[src/rtl/dc_block_hpf.sv]
module dc_block_hpf #(
  parameter int DATA_W     = 24,
  parameter int FRAC_W     = 8,
  parameter int POLE_SHIFT = 11
) (
  input  logic                     clk,
  input  logic                     rst,
  input  logic                     invert,
  input  logic                     in_valid,
  input  logic signed [DATA_W-1:0] in_data,
  output logic                     out_valid,
  output logic signed [DATA_W-1:0] out_data
);
  localparam int ACC_W = DATA_W + FRAC_W + 2;
  localparam int SUM_W = ACC_W + 2;
  localparam logic signed [SUM_W-1:0] ONE    = SUM_W'(1);
  localparam logic signed [SUM_W-1:0] RND    = (ONE <<< POLE_SHIFT) - ONE;
  localparam logic signed [SUM_W-1:0] ACC_HI = (ONE <<< (ACC_W-1)) - ONE;
  localparam logic signed [SUM_W-1:0] ACC_LO = -ACC_HI - ONE;
  localparam logic signed [SUM_W-1:0] OUT_HI = (ONE <<< (DATA_W-1)) - ONE;
  localparam logic signed [SUM_W-1:0] OUT_LO = -OUT_HI - ONE;

  logic signed [ACC_W-1:0]  acc_q;
  logic signed [DATA_W-1:0] xprev_q;
  logic signed [SUM_W-1:0]  acc_x, diff, leak, sum, acc_n, y_full, y_pol, y_sat;

  assign acc_x  = SUM_W'(acc_q);
  assign diff   = (SUM_W'(in_data) - SUM_W'(xprev_q)) <<< FRAC_W;
  // leak rounded away from zero so any nonzero state keeps decaying
  assign leak   = acc_x[SUM_W-1] ? (acc_x >>> POLE_SHIFT)
                                 : ((acc_x + RND) >>> POLE_SHIFT);
  assign sum    = acc_x - leak + diff;
  assign acc_n  = (sum > ACC_HI) ? ACC_HI : (sum < ACC_LO) ? ACC_LO : sum;
  assign y_full = acc_n >>> FRAC_W;
  assign y_pol  = invert ? -y_full : y_full;
  assign y_sat  = (y_pol > OUT_HI) ? OUT_HI : (y_pol < OUT_LO) ? OUT_LO : y_pol;

  always_ff @(posedge clk) begin
    if (rst) begin
      acc_q     <= '0;
      xprev_q   <= '0;
      out_valid <= 1'b0;
      out_data  <= '0;
    end else begin
      out_valid <= in_valid;
      if (in_valid) begin
        acc_q    <= acc_n[ACC_W-1:0];
        xprev_q  <= in_data;
        out_data <= y_sat[DATA_W-1:0];
      end
    end
  end

  assert_reset_clear_R1: assert property (@(posedge clk)
    rst |=> (!out_valid && out_data == '0));

  assert_strobe_follows_R2: assert property (@(posedge clk) disable iff (rst)
    in_valid |=> out_valid);

  assert_no_spurious_R2: assert property (@(posedge clk) disable iff (rst)
    !in_valid |=> !out_valid);

  assert_hold_when_idle_R6: assert property (@(posedge clk) disable iff (rst)
    !in_valid |=> $stable(out_data));
endmodule

[config.mk]
export PLATFORM = sky130hd
export DESIGN_NAME = dc_block_hpf
export DESIGN_NICKNAME = d
export VERILOG_FILES = /design/src/rtl/dc_block_hpf.sv
export SDC_FILE = /design/constraint.sdc
export NUM_CORES = 1
export LEC_CHECK = 0
export BUFFER_PORTS_ARGS = -buffer_cell sky130_fd_sc_hd__buf_2
export CAP_MARGIN = 20
export CORE_UTILIZATION = 50
export CTS_BUF_LIST = sky130_fd_sc_hd__clkbuf_8
export DETAILED_ROUTE_END_ITERATION = 16
export MAX_ROUTING_LAYER = met4
export PLACE_DENSITY = 0.73
export SLEW_MARGIN = 25
export SYNTH_ARGS = -nofsm -noshare
export SYNTH_HDL_FRONTEND = slang
export SYNTH_SLANG_ARGS = --single-unit
[constraint.sdc]
create_clock -name clk -period 13.3 [get_ports clk]
set_input_delay 2.66 -clock clk [delete_from_list [all_inputs] [get_ports clk]]
set_output_delay 2.66 -clock clk [all_outputs]
set_load 0.01 [all_outputs]
==> impl_metrics.yaml <==
run_status:
  status: "finished clean"
setup_path:
  r2r_cells: 37
  crit_end: "out_data[22]"
  critical_path_peak_fanout: 33
  end_kind: "flip-flop"
  cp.required_ps: 13640
  worst_r2r_endpoint: "out_data[22]"
  rrSetupSlack_ps: 3030
  cp-startpoint: "in_data[0]"
  crit_path_start_kind: "input pin"
  cp_slowest_cell: "o31ai_4"
  critical_path_class: "in -> reg"
  rr_startpoint: "xprev_q[0]"
  worstPathArrival_ps: 12660
  crit_path_max_incr_delay_ps: 750
timing:
  rsz0062_at_grt: "no"
  finalMaxSlewViolations: 0
  period_share_pct: 92.67
  setup_viol: 0
  hold_violations: 0
  tightest_slew_ps: 893.9
  finalCriticalPeriod_ps: 12320
  finalSetupTns_ps: 0
  finalClockSkew_ps: 16.84
  slew_headroom_pct: 40.41
  max_freq_ghz: 0.08114
routing:
  finalWirelength_mm: 21.85
  vias: 7739
  drt-pass1-iter-count: 5
  route.detailed.drc: 0
  drtAntennaViolNets: 0
  wl_per_cell_um: 16.73
  viasPerCell: 5.926
  drt_iter0_markers: 486
clock_tree:
  clkSinkCount: 83
  numCtsBuffers: 9
  clkSlewWorstSetupHoldPaths_ps: 100
  root_buffer: "clkbuf_8"
  ctsHoldBuffers: 0
  h-tree-depth: 3
  clkLatencyLatePin_ps: 400
  cts_resized: 0
  postCtsSetupRepairBufs: 0
  clock_path_buffers: 2
  cts_tree: "yes"
yosys:
  synth-edff-count: 0
  syn_area_um2: 8423
  postSynthCellCount: 1070
  ys_top_cells_by_area: "dfxtp_1 20%, ha_1 12%, nor2_1 6.0%, xnor2_1 5.3%, fa_1 4.0%"
  ys_warn_count: 0
  async_flop_share_pct: 0
  yosys_register_bits: 83
  synth_top_cell_by_area: "dfxtp_1"
  syn_nets: 1194
  synthTopCellsByCount: "134 x nor2_1, 83 x dfxtp_1, 79 x ha_1"
  synth_top_area_share_pct: 19.73
  ys_seq_area_share_pct: 19.73
  synth_ff_type: "dfxtp_1"
  syn_area_per_cell_um2: 7.872
  yosysUniqueCellTypes: 83
  yosysMostFrequentCell: "nor2_1"
floorplanning:
  die_h_um: 131.8
  num_io_pins: 53
  core_area_um2: 16520
  dieArea_um2: 17370
  fp.dieW_um: 131.8
  fp-row-count: 47
  initial_utilization_pct: 50.97
grt:
  grt_antenna_before_repair: 0
  grt-ovfl-total: 0
  grt_pass1_vias: 7181
  grt_pass1_wl_mm: 36.60
  grt_usage_pct: 26.69
  grt_start_max_net_pins: 63
cells_and_area:
  areaGrowthSynthToFinish_pct: 6.209
  final_nets: 1205
  fillCellCount: 1549
  insertedDiodeCount: 0
  drive_gt1_share_pct: 10.31
worst_hold_path:
  hold_path.class: "reg -> reg"
place:
  gp_congestion: 0.9621
  io_buffers: 52
  dp_hpwl_mm: 16.59
job:
  cap_violations: 0
-- worst max-delay path, delay by kind of cell --
kind | cells | cell delay [ps]
muxes | 2 | 680
buffers and inverters | 4 | 540
and+or+nand+nor | 8 | 2100
AOI/OAI and AO/OA | 20 | 5140
adders and majority gates | 5 | 1530
-- cells in the final DEF, fill, tap and decap left out, drive strengths merged, types with 34 or more instances in the layout --
master  synthesis  layout
inv            67      71
buf            20      60
ha             79      79
mux2i          34      34
xnor2          51      51
a21oi          64      64
nor2          134     134
o21ai          48      48
dfxtp          83      83
nand2          70      70
-- cell type report --
cell class	count	area, µm²	share of cell area, %
clock buffers	9	123.9	1.385
flip-flops and latches	83	1662	18.57
clock inverters	7	78.83	0.8811
inverters	69	259.0	2.895
well taps	220	275.3	3.077
repair buffers	60	322.8	3.608
multi-input cells	858	6225	69.58
-- state kept, by name (all words and copies together) (netlist names) --
| signal | cells |
|---|---|
| out_valid | 1 |
| acc_q | 34 |
| xprev_q | 24 |
| out_data | 24 |
-- logic make-up after synthesis --
kind of cell             count (synthesis)  synth area share (%)
adder cells (fa/ha/maj)                 96                 15.78
buffers and inverters                  129                 6.372
flip-flops                              83                 19.73
AO/OA/AOI/OAI                          308                 26.29
XOR/XNOR                                75                 7.799
multiplexers                            38                 4.664
AND/OR/NAND/NOR                        340                 19.33
other                                    1               0.04452
-- worst min path at each step --
| stage | start | endpoint | slack (ps) | cells after the start |
|---|---|---|---|---|
| floorplan | xprev_q[10] | xprev_q[10] | 460 | 2 |
| global placement | out_data[0] | out_data[0] | 470 | 1 |
| detailed placement | out_data[16] | out_data[16] | 470 | 1 |
| CTS | out_data[16] | out_data[16] | 500 | 1 |
| global route | out_data[13] | out_data[13] | 520 | 1 |
| finish | out_data[16] | out_data[16] | 490 | 1 |
-- through the flow --
step                      hold WS (ps)  std cells  cell area (µm²)  setup slack [ps]  util [%]
after floorplan                  460.4       1070             8423              1916         -
after global placement           465.2       1290             8743             914.9     52.91
after detailed placement         468.4       1290             8743             655.0     52.91
after CTS                        496.5       1306             8946              1042     54.14
after global routing             517.9       1306             8946             79.97     54.14
final                            493.9       1306             8946             975.3     54.14
-- routing by layer --
layer	GRT usage (%)	up-vias	wire length (µm)
met2	38.27	246	9098
met3	4.075	15	1490
met1	39.06	3560	11040
met4	5.879	0	211
li1	-	3918	-
met5	-	-	0
Power is not shown: default switching activity piles up to over one toggle a cycle in this logic, so the estimate is an artifact.
